`src/rtl/hre_pkg.sv`:
```
package hre_pkg;
  localparam int OFF_CTL  = 8'h10;
  localparam int OFF_STS  = 8'h1C;
  localparam int OFF_SRC  = 8'h20;
  localparam int OFF_HCMD = 8'h30;

  localparam int BIT_MD5_LE = 2;
  localparam int BIT_SHA_BE = 3;
  localparam int BIT_SG     = 18;

  localparam int BIT_HDONE  = 9;
  localparam int BIT_CDONE  = 12;
  localparam int BIT_PDONE  = 13;

  typedef enum logic [2:0] {
    ALG_MD5    = 3'd0,
    ALG_SHA1   = 3'd1,
    ALG_SHA224 = 3'd2,
    ALG_SHA256 = 3'd3,
    ALG_SHA384 = 3'd4,
    ALG_SHA512 = 3'd5,
    ALG_BAD    = 3'd7
  } hre_alg_e;

  function automatic hre_alg_e alg_decode(input logic [3:0] sel);
    // sel = {bit10, bit6, bit5, bit4} of the command word
    case (sel)
      4'b0000: alg_decode = ALG_MD5;
      4'b0010: alg_decode = ALG_SHA1;
      4'b0100: alg_decode = ALG_SHA224;
      4'b0101: alg_decode = ALG_SHA256;
      4'b1110: alg_decode = ALG_SHA384;
      4'b0110: alg_decode = ALG_SHA512;
      default: alg_decode = ALG_BAD;
    endcase
  endfunction
endpackage

```
`src/rtl/hre_field_reg.sv`:
```
module hre_field_reg #(
  parameter int AW = 8,
  parameter int DW = 32,
  parameter int OFFSET = 0,
  parameter logic [DW-1:0] MASK = '1
) (
  input  logic          clk,
  input  logic          rst,
  input  logic          we,
  input  logic [AW-1:0] addr,
  input  logic [DW-1:0] wdata,
  output logic [DW-1:0] q
);
  localparam logic [AW-1:0] MY_ADDR = AW'(OFFSET);

  always_ff @(posedge clk) begin
    if (rst)
      q <= '0;
    else if (we && addr == MY_ADDR)
      q <= wdata & MASK;
  end
endmodule

```
`src/rtl/hre_job.sv`:
```
module hre_job
  import hre_pkg::*;
#(
  parameter int DW = 32,
  parameter logic [DW-1:0] MODE_MASK = '1
) (
  input  logic          clk,
  input  logic          rst,
  input  logic          cmd_we,
  input  logic [DW-1:0] wdata,
  input  logic          busy,
  output logic [DW-1:0] mode_q,
  output logic          start_q,
  output hre_alg_e      alg_q,
  output logic          sha_be_q,
  output logic          md5_le_q,
  output logic          sg_q
);
  logic           accept;
  logic [DW-1:0]  mode_d;

  assign accept = cmd_we && !busy;
  assign mode_d = wdata & MODE_MASK;

  always_ff @(posedge clk) begin
    if (rst) begin
      mode_q   <= '0;
      start_q  <= 1'b0;
      alg_q    <= ALG_MD5;
      sha_be_q <= 1'b0;
      md5_le_q <= 1'b0;
      sg_q     <= 1'b0;
    end else begin
      start_q <= accept;
      if (accept) begin
        mode_q   <= mode_d;
        alg_q    <= alg_decode({mode_d[10], mode_d[6], mode_d[5], mode_d[4]});
        sha_be_q <= mode_d[BIT_SHA_BE];
        md5_le_q <= mode_d[BIT_MD5_LE];
        sg_q     <= mode_d[BIT_SG];
      end
    end
  end
endmodule

```
`src/rtl/hre_status.sv`:
```
module hre_status
  import hre_pkg::*;
#(
  parameter int DW = 32,
  parameter int NU = 3
) (
  input  logic          clk,
  input  logic          rst,
  input  logic          sts_we,
  input  logic [NU-1:0] clr_bits,
  input  logic [NU-1:0] busy_in,
  input  logic [NU-1:0] done_in,
  output logic [DW-1:0] sts_word,
  output logic [NU-1:0] done_q,
  output logic          irq_q
);
  logic [NU-1:0] done_d;

  // a strobe that lands with a clear keeps the bit set
  assign done_d = (done_q & ~(sts_we ? clr_bits : '0)) | done_in;

  always_ff @(posedge clk) begin
    if (rst) begin
      done_q <= '0;
      irq_q  <= 1'b0;
    end else begin
      done_q <= done_d;
      irq_q  <= |done_d;
    end
  end

  always_comb begin
    sts_word = '0;
    sts_word[NU-1:0] = busy_in;
    sts_word[BIT_HDONE] = done_q[0];
    sts_word[BIT_CDONE] = done_q[1];
    sts_word[BIT_PDONE] = done_q[2];
  end
endmodule

```
`src/rtl/hash_ctl_regs.sv`:
```
module hash_ctl_regs
  import hre_pkg::*;
#(
  parameter int AW = 8,
  parameter int DW = 32,
  parameter logic [DW-1:0] SRC_MASK  = 32'h7FFF_FFFF,
  parameter logic [DW-1:0] DST_MASK  = 32'h7FFF_FFF8,
  parameter logic [DW-1:0] LEN_MASK  = 32'h0FFF_FFFF,
  parameter logic [DW-1:0] MODE_MASK = 32'h0004_047C
) (
  input  logic          clk,
  input  logic          rst,
  input  logic [AW-1:0] bus_addr,
  input  logic          bus_we,
  input  logic [DW-1:0] bus_wdata,
  output logic [DW-1:0] bus_rdata,
  input  logic          hash_busy_i,
  input  logic          crypt_busy_i,
  input  logic          pk_busy_i,
  input  logic          hash_done_i,
  input  logic          crypt_done_i,
  input  logic          pk_done_i,
  output logic          eng_start,
  output logic [2:0]    eng_alg,
  output logic          eng_sha_be,
  output logic          eng_md5_le,
  output logic          eng_sg,
  output logic [DW-1:0] eng_src,
  output logic [DW-1:0] eng_dst,
  output logic [DW-1:0] eng_key,
  output logic [DW-1:0] eng_len,
  output logic          irq
);
  localparam int NPTR = 4;   // source, digest, key, length: consecutive words
  localparam int NU   = 3;
  localparam logic [AW-1:0] A_CTL  = AW'(OFF_CTL);
  localparam logic [AW-1:0] A_STS  = AW'(OFF_STS);
  localparam logic [AW-1:0] A_HCMD = AW'(OFF_HCMD);

  logic [NPTR-1:0][DW-1:0] ptr_q;
  logic [DW-1:0]           ctl_q;
  logic [DW-1:0]           mode_q;
  logic [DW-1:0]           sts_word;
  logic [NU-1:0]           done_q;
  hre_alg_e                alg_q;
  logic                    cmd_we;
  logic                    sts_we;

  assign cmd_we = bus_we && bus_addr == A_HCMD;
  assign sts_we = bus_we && bus_addr == A_STS;

  for (genvar i = 0; i < NPTR; i++) begin : g_ptr
    localparam logic [DW-1:0] M = (i == 0) ? SRC_MASK :
                                  (i == NPTR - 1) ? LEN_MASK : DST_MASK;
    hre_field_reg #(.AW(AW), .DW(DW), .OFFSET(OFF_SRC + 4 * i), .MASK(M)) u_reg (
      .clk(clk), .rst(rst), .we(bus_we), .addr(bus_addr),
      .wdata(bus_wdata), .q(ptr_q[i])
    );
  end

  hre_field_reg #(.AW(AW), .DW(DW), .OFFSET(OFF_CTL), .MASK(MODE_MASK)) u_ctl (
    .clk(clk), .rst(rst), .we(bus_we), .addr(bus_addr),
    .wdata(bus_wdata), .q(ctl_q)
  );

  hre_job #(.DW(DW), .MODE_MASK(MODE_MASK)) u_job (
    .clk(clk), .rst(rst), .cmd_we(cmd_we), .wdata(bus_wdata),
    .busy(hash_busy_i), .mode_q(mode_q), .start_q(eng_start),
    .alg_q(alg_q), .sha_be_q(eng_sha_be), .md5_le_q(eng_md5_le), .sg_q(eng_sg)
  );

  hre_status #(.DW(DW), .NU(NU)) u_sts (
    .clk(clk), .rst(rst), .sts_we(sts_we),
    .clr_bits({bus_wdata[BIT_PDONE], bus_wdata[BIT_CDONE], bus_wdata[BIT_HDONE]}),
    .busy_in({pk_busy_i, crypt_busy_i, hash_busy_i}),
    .done_in({pk_done_i, crypt_done_i, hash_done_i}),
    .sts_word(sts_word), .done_q(done_q), .irq_q(irq)
  );

  assign eng_alg = alg_q;
  assign eng_src = ptr_q[0];
  assign eng_dst = ptr_q[1];
  assign eng_key = ptr_q[2];
  assign eng_len = ptr_q[3];

  always_ff @(posedge clk) begin
    if (rst) begin
      bus_rdata <= '0;
    end else begin
      bus_rdata <= '0;
      if (bus_addr == A_CTL)  bus_rdata <= ctl_q;
      if (bus_addr == A_STS)  bus_rdata <= sts_word;
      if (bus_addr == A_HCMD) bus_rdata <= mode_q;
      for (int k = 0; k < NPTR; k++)
        if (bus_addr == AW'(OFF_SRC + 4 * k)) bus_rdata <= ptr_q[k];
    end
  end
endmodule

```
`config.mk`:
```
export PLATFORM = sky130hd
export DESIGN_NAME = hash_ctl_regs
export DESIGN_NICKNAME = d
export VERILOG_FILES = /design/src/rtl/hre_pkg.sv /design/src/rtl/hre_field_reg.sv /design/src/rtl/hre_job.sv /design/src/rtl/hre_status.sv /design/src/rtl/hash_ctl_regs.sv
export SDC_FILE = /design/constraint.sdc
export NUM_CORES = 1
export LEC_CHECK = 0
export BUFFER_PORTS_ARGS = -buffer_cell sky130_fd_sc_hd__buf_2
export CAP_MARGIN = 25
export CORE_ASPECT_RATIO = 0.7
export CORE_MARGIN = 3
export CORE_UTILIZATION = 46
export CTS_CLUSTER_SIZE = 28
export DETAILED_ROUTE_END_ITERATION = 12
export PLACE_DENSITY = 0.82
export SLEW_MARGIN = 30
export SYNTH_ARGS = -nofsm -noshare
export SYNTH_HDL_FRONTEND = slang
export SYNTH_SLANG_ARGS = --single-unit
```
`constraint.sdc`:
```
create_clock -name clk -period 1.8 [get_ports clk]
set_input_delay 0.36 -clock clk [delete_from_list [all_inputs] [get_ports clk]]
set_output_delay 0.36 -clock clk [all_outputs]
set_load 0.05 [all_outputs]
```
; After elaboration in Yosys (flattened, before gate mapping)
; Cells that the tools add are included.
[word_totals]
regBits = 172
in_bits = 49
[op_classes]
muxes = 9
reduce_logical = 13
bitwise = 3
eq_ne = 12
[op_table]
columns = cell, n
row1 = $mux W31, 5
row2 = $eq A8 B6 Y1 const B, 5
row3 = $mux W28, 1
row4 = $mux W19, 1
row5 = $pmux W3 S6, 1
row6 = $eq A8 B5 Y1 const B, 2
row7 = $eq A4 B3 Y1 const B, 3
row8 = $logic_and A1 B1 Y1, 8
row9 = $reduce_or A7 Y1, 1
row10 = $eq A4 B2 Y1 const B, 1
row11 = $eq A4 B4 Y1 const B, 1
row12 = $logic_not A4 Y1, 1
row13 = $and A3 B3 Y3, 1
row14 = $mux W3, 1
row15 = $not A3 Y3, 1
row16 = $or A3 B3 Y3, 1
row17 = $reduce_or A3 Y1, 1
row18 = $reduce_or A2 Y1, 1
row19 = $logic_not A1 Y1, 1

; Depth between registers and ports, before layout
; Gate-level depths: netlist of the first run.
[depth]
ltp_word = 8
mapped_depth = 8

; By module
; A second synthesis of the first run with hierarchy kept.
[unflattened]
hier_cells = 1072
area_unflattened_um2 = 9939.5
[by_module_without_submodules]
columns = mod, seq_area_each_um2, instances, area_each_um2, cells_each
row1 = hash_ctl_regs, 640.6, 1, 2939.1, 360
row2 = hre_field_reg at g_ptr[1].u_reg ..., 560.5, 2, 1323.8, 129
row3 = hre_field_reg at g_ptr[0].u_reg, 620.6, 1, 1453.9, 139
row4 = hre_field_reg at g_ptr[3].u_reg, 560.5, 1, 1322.5, 129
row5 = hre_job, 220.2, 1, 663.1, 80
row6 = hre_field_reg at u_ctl, 140.1, 1, 534.3, 59
row7 = hre_status, 80.1, 1, 379.1, 47

; Worst setup path before layout of the first run
; Ideal clock, no wire load.
[synth_path]
path_kind = input port to flip-flop
startpoint = in bus_addr[4]
endpoint = reg g_ptr[0].u_reg.q[18]
cell_stages = 7
t_arrival_ns = 1.804
setup_time_ns = 0.132
n_path_buf = 3
slack_ns = -0.136
path_cell_list = or4b_1 > buf_2 > or4_1 > buf_2 > buf_6 > nand2_1 > a21oi_1
[synth_via]
elab_chain_cells = 2
[synth_rtl]
columns = element, line
row1 = start: declaration, hash_ctl_regs.sv:13  ; input logic [AW-1:0] bus_addr,
row2 = $eq A8 B6 Y1, hre_field_reg.sv:19  ; else if (we && addr == MY_ADDR)
row3 = $logic_and A1 B1 Y1, hre_field_reg.sv:19
row4 = end signal: assignment, hre_field_reg.sv:20  ; q <= wdata & MASK;
row5 = end: declaration, hre_field_reg.sv:12  ; output logic [DW-1:0] q
; Every way passes these cells.
; A chain may end at the register's enable or synchronous reset.

; Final worst setup path of the first run
[layout_path]
startpoint = in bus_addr[7]
endpoint = reg g_ptr[0].u_reg.q[2]
; Same word-level chain as after synthesis.

==> impl_metrics.json, run 1 <==
{
  "htreeDepth": 4,
  "coreArea_sq_mm": 0.0143,
  "yosysMostFrequentCell": "nand2_1",
  "drv_cap": 0,
  "path_cells": "buf_2 -> or4b_4 -> buf_4 -> nor4_4 -> buf_4 -> nand2_1 -> a21oi_1",
  "critPathMostFrequentCell": "buf_4",
  "ys.flop_type": "dfxtp_1",
  "leakage_uw": 0.00392,
  "cts_made_buffers": 17,
  "worstReg2RegEnd": "bus_rdata[11]",
  "synth_commonest_cells": "nand2_1 (240), dfxtp_1 (168), a21oi_1 (132), nor2_1 (39), clkbuf_1 (35)",
  "hold_buffers": 0,
  "drt_iter0_drc": 491,
  "wl_per_cell_microns": 18.1,
  "ys_warn_count": 0,
  "cpLargestDelayFamily": "simple AND/OR/NAND/NOR gates",
  "rows": 36,
  "viasPerCell": 5.45,
  "antenna_found_initial": 0,
  "slew_viol_final": 0,
  "fin_ws_ns": 0.215,
  "dieArea_sq_mm": 0.0165,
  "synth.area.top_cells": "dfxtp_1 (49%), nand2_1 (13%), a21oi_1 (9.6%)",
  "rr_startpoint": "g_ptr[3].u_reg.q[11]",
  "clock_path_buffers": 2,
  "cp.required_ns": 2.13,
  "clk_pin_slew_worst_paths_ns": 0.07,
  "synth-seq-cells": 168,
  "hp-class": "primary input to register",
  "drive_above_1_share_pct": 30.6,
  "cts_resized": 0,
  "firstDrtPassIters": 5,
  "place_ws_ns": -0.203,
  "portBuffers": 201,
  "fin_skew_ns": 0.0109,
  "path_class": "primary input to register",
  "drcViolationCount": 0,
  "vias": 6661,
  "ios": 217,
  "status": "finished, final reports clean",
  "tns_ns": 0,
  "routed_wirelength_mm": 22.1,
  "worst-path-stages": 7,
  "grt_pass1_vias": 6514,
  "worst-path-max-fanout": 11,
  "clock-root-buffer": "clkbuf_16",
  "cp-endpoint": "g_ptr[0].u_reg.q[2]",
  "max_freq_mhz": 631,
  "grt_overflow": 0,
  "postCtsSetupRepairBufs": 0,
  "worst-path-buf-inv": 3,
  "reg2regPathDepth": 2,
  "initial_core_util_pct": 48.4,
  "critPathMaxStageDelay_ns": 0.52,
  "dp_hpwl_mm": 15.6,
  "syn2layout_area_growth_pct": 29.3,
  "insertion_delay_ns": 0.41,
  "rsz0062_at_grt": "false",
  "die_w_microns": 152,
  "final_core_util_pct": 62.5,
  "setup.worst_path.end_class": "register",
  "slowest_stage": "or4b_4",
  "arrival_ns": 1.92,
  "grt_usage_pct": 26.8,
  "start_kind": "primary input",
  "synth_top_cell_area_share_pct": 48.7,
  "hold_ws_ns": 0.178,
  "yosysSeqAreaShare_pct": 48.7,
  "cts_tree": "yes",
  "nets": 1069,
  "synth_largest_area_cell": "dfxtp_1",
  "rrSetupSlack_ns": 0.70,
  "syn-cell-area_sq_mm": 0.00691,
  "grt_start_max_net_pins": 82,
  "setup_viol": 0,
  "grt_pass1_wl_mm": 35.2,
  "syn-instance-count": 811,
  "finalCritPeriodShare_pct": 88.1,
  "layout_min_cycle_time_ns": 1.59,
  "ant_nets": 0,
  "die_y_microns": 109,
  "peakVddDrop_mv": 0.646,
  "crit_path_start": "bus_addr[7]",
  "ys_types": 41,
  "gp_congestion": 0.842,
  "post_synth.cell_area_avg_sq_um": 8.52,
  "hold_depth": 3,
  "report.final.hold_viol_count": 0,
  "synthArstFlopShare_pct": 0,
  "diodes": 0,
  "cellPowerDensity_mw_per_mm2": 881,
  "clock_sinks": 168,
  "synth_edf_count": 0
}
state kept, by name, summed over array words and instances (netlist names):
register and flops:
g_ptr.u_reg.q 115, u_job.sg_q 1, u_sts.done_q 3, bus_rdata 31, u_job.mode_q 6, u_job.alg_q 3, u_ctl.q 7, u_sts.irq_q 1
u_job.start_q 1
power by group:
part           switching [uW]  total (uW)  leakage (uW)  internal, uW
clock network            1540        3650      0.000284          2110
registers                5.21        3730       0.00135          3730
logic                     340         484       0.00228           143
total                    1880        7860       0.00392          5980
worst min-delay path by stage:
stage,from,to,slack [ns]
global route,bus_wdata[0],g_ptr[3].u_reg.q[0],0.19
CTS,pk_done_i,u_sts.done_q[2],0.16
global placement,g_ptr[1].u_reg.q[14],g_ptr[1].u_reg.q[14],0.45
detailed placement,g_ptr[1].u_reg.q[17],g_ptr[1].u_reg.q[17],0.46
finish,pk_done_i,u_sts.done_q[2],0.18
floorplan,u_job.mode_q[6],u_job.mode_q[6],0.45
worst register-to-register path: cells and delay by family (launching register included):
family,cells,cell delay (ns)
multiplexers,1,0.48
flip-flops,1,0.33
AND/OR/NAND/NOR,1,0.19
stage by stage:
step / total power, uW / area, sq um / cells
finish: 7860 / 8930 / 1223
floorplan: 4120 / 7010 / 824
global route: 8110 / 8930 / 1223
detailed placement: 4290 / 8340 / 1191
CTS: 7910 / 8930 / 1223
global placement: 4290 / 8340 / 1191
placed cells by master (no fill, tap or decap), drive strengths merged, types with 3 or more instances in the layout:
| master | n |
|---|---|
| o21ai | 10 |
| nor4 | 3 |
| dfxtp | 168 |
| nor2b | 3 |
| o211ai | 4 |
| inv | 13 |
| mux4 | 16 |
| a311oi | 3 |
| mux2i | 26 |
| nand4 | 4 |
| nand3 | 6 |
| buf | 255 |
| o22ai | 6 |
| a31oi | 3 |
| o221ai | 4 |
| and3 | 23 |
| nor2 | 39 |
| nand2b | 4 |
| nor4b | 3 |
| or4 | 4 |
| clkbuf | 20 |
| nor3 | 4 |
| nand2 | 240 |
| mux2 | 3 |
| a21oi | 132 |
| conb | 14 |
| and4 | 3 |
cells by family after synthesis:
kind of cell | Yosys count | synth area share [%]
buffers and inverters | 85 | 6.58
other | 1 | 0.0543
flip-flops | 168 | 48.7
multiplexers | 45 | 9.47
AO/OA/AOI/OAI | 169 | 13.3
AND/OR/NAND/NOR | 343 | 21.9
area by class of cell:
| class | instances | area [sq um] |
|---|---|---|
| clock buffers | 20 | 447 |
| clock inverters | 12 | 140 |
| fillers | 1208 | 5350 |
| inverters | 7 | 26.3 |
| multi-input cells | 571 | 3180 |
| flip-flops and latches | 168 | 3360 |
| well taps | 190 | 238 |
| repair buffers | 255 | 1540 |
layer usage:
layer	wire length (microns)	global-route usage, %
met4	260	7.12
met3	2690	8.08
met2	10100	43.2
met5	0	0
met1	9040	35.5
No activity file was read; power rests on OpenSTA's default activity.
==> run 2, diff against run 1 <==
Settings changed: CORE_UTILIZATION 46 to 50, PLACE_DENSITY 0.82 to 0.83, SYNTH_HIERARCHICAL from default to 1.
==> impl_metrics.json, run 2 <==
{
  "gp_congestion": 0.842,
  "synth_top_cell_area_share_pct": 34.0,
  "grt_pass1_wl_mm": 46.7,
  "layout_min_cycle_time_ns": 1.79,
  "status": "finished, final reports clean",
  "initial_core_util_pct": 51.8,
  "cp.required_ns": 2.14,
  "die_w_microns": 175,
  "setup_viol": 0,
  "nets": 1301,
  "synth_largest_area_cell": "dfxtp_1",
  "layout_commonest_cell": "nand2b_1",
  "diodes": 0,
  "final_core_util_pct": 60.9,
  "postCtsSetupRepairBufs": 0,
  "portBuffers": 202,
  "drcViolationCount": 0,
  "clk_pin_slew_worst_paths_ns": 0.07,
  "fin_ws_ns": 0.00507,
  "final_cell_mix": "nand2b_1 (244), buf_2 (200), dfxtp_1 (169)",
  "firstDrtPassIters": 6,
  "post_synth.cell_area_avg_sq_um": 9.27,
  "syn-cell-area_sq_mm": 0.00994,
  "hp-class": "primary input to register",
  "fin_skew_ns": 0.00926,
  "register_area_sq_mm": 0.00338,
  "grt_start_max_net_pins": 66,
  "ys_warn_count": 6,
  "syn2layout_area_growth_pct": 17.6,
  "ys_types": 43,
  "largest_reg_flops": 115,
  "viasPerCell": 5.62,
  "dr.max_layer_used": "met4",
  "hold_buffers": 0,
  "top_regs": "g_ptr.u_reg/q (115), bus_rdata (32), u_ctl/q (7)",
  "vias": 8586,
  "die_y_microns": 124,
  "clock_sinks": 169,
  "antenna_found_initial": 0,
  "finalCritPeriodShare_pct": 99.7,
  "worst-path-max-fanout": 9,
  "synth_edf_count": 0,
  "arrival_ns": 2.13,
  "synth-seq-cells": 169,
  "fillers": 1589,
  "yosysSeqAreaShare_pct": 34.0,
  "htreeDepth": 4,
  "cts_made_buffers": 17,
  "wl_met2_mm": 13.8,
  "start_kind": "primary input",
  "ys.flop_type": "dfxtp_1",
  "largest_register": "g_ptr.u_reg/q",
  "wl_per_cell_microns": 19.6,
  "syn-instance-count": 1072,
  "met3_length_mm": 2.51,
  "grt_usage_pct": 27.4,
  "yosysMostFrequentCell": "nand2b_1",
  "drv_cap": 0,
  "drive_above_1_share_pct": 28.5,
  "ios": 217,
  "max_freq_mhz": 557,
  "slew_viol_final": 0,
  "synth_commonest_cells": "nand2b_1 (248), dfxtp_1 (169), mux2i_1 (122), buf_4 (99), a21oi_1 (71)",
  "dieArea_sq_mm": 0.0216,
  "leakage_uw": 0.00465,
  "insertion_delay_ns": 0.43,
  "wl_met1_mm": 13.2,
  "grt_overflow": 0,
  "rrSetupSlack_ns": 0.75,
  "ant_nets": 0,
  "rows": 42,
  "place_ws_ns": -0.727,
  "multi_input_area_sq_mm": 0.00561,
  "rsz0062_at_grt": "true",
  "path_class": "primary input to register",
  "clock-root-buffer": "clkbuf_16",
  "drt_iter0_drc": 822,
  "grt_pass1_vias": 8380,
  "coreArea_sq_mm": 0.0192,
  "cellPowerDensity_mw_per_mm2": 701,
  "clock_path_buffers": 2,
  "cts_tree": "yes",
  "report.final.hold_viol_count": 0,
  "peakVddDrop_mv": 0.403,
  "dp_hpwl_mm": 20.7,
  "synthArstFlopShare_pct": 0,
  "synth.area.top_cells": "dfxtp_1 (34%), nand2b_1 (16%), mux2i_1 (12%)",
  "routed_wirelength_mm": 30.0,
  "setup.worst_path.end_class": "register"
}
run 2: metal layers:
layer	global-route usage, %	up-vias
met5	0	-
met4	8.12	0
met3	6.37	39
met2	44.4	428
met1	36.9	4151
li1	-	3968
run 2: metrics by stage:
stage	total power, uW	cell area [sq um]	cells	TNS [ns]	hold WS [ns]
3_5_place_dp	4650	11100	1497	-30.35	0.444
6_report	8190	11700	1529	0	0.160
5_1_grt	8400	11700	1529	-0.0524	0.180
3_3_place_gp	4630	11100	1497	-28.43	0.448
4_1_cts	8190	11700	1529	-0.00584	0.146
2_1_floorplan	4520	10300	1154	-12.42	0.429
run 2: where the power goes:
part	internal [uW]	switching (uW)	leakage [uW]	total, uW
logic	322	510	0.00302	832
registers	3750	9.97	0.00136	3760
clock network	1960	1640	0.000262	3600
run 2: area by class of cell:
type	count	area share (%)
multi-input cells	792	48.0
well taps	264	2.83
flip-flops and latches	169	28.9
inverters	1	0.0321
repair buffers	271	15.4
clock inverters	12	1.01
clock buffers	20	3.82
run 2: cells by family after synthesis:
family | synth area share, %
buf+inv | 13.2
flops | 34.0
compound gates | 20.6
mux | 12.3
other cells | 0.264
simple gates | 19.6
run 2: what timing repair did:
| item | 4_1_cts | 5_1_grt |
|---|---|---|
| gates resized for setup | 9 | 2 |
| pin swaps | 1 | 2 |
| setup endpoints to repair | 42 | 27 |
run 2: worst paths after layout:
path / startpoint / end / cells past startpoint
worst max register to register: u_job/mode_q[3] / bus_rdata[3] / 3
worst min register to register: u_job/mode_q[6] / u_job/mode_q[6] / 2
worst max-delay path: bus_addr[7] / bus_rdata[2] / 6
worst min-delay path: pk_done_i / u_sts/done_q[2] / 3
run 2: worst max-delay path, stage by stage:
cell	delay, ns
buf_6	0.09
or3b_4	0.39
or4b_4	0.61
buf_6	0.20
o31a_1	0.27
a311oi_2	0.21
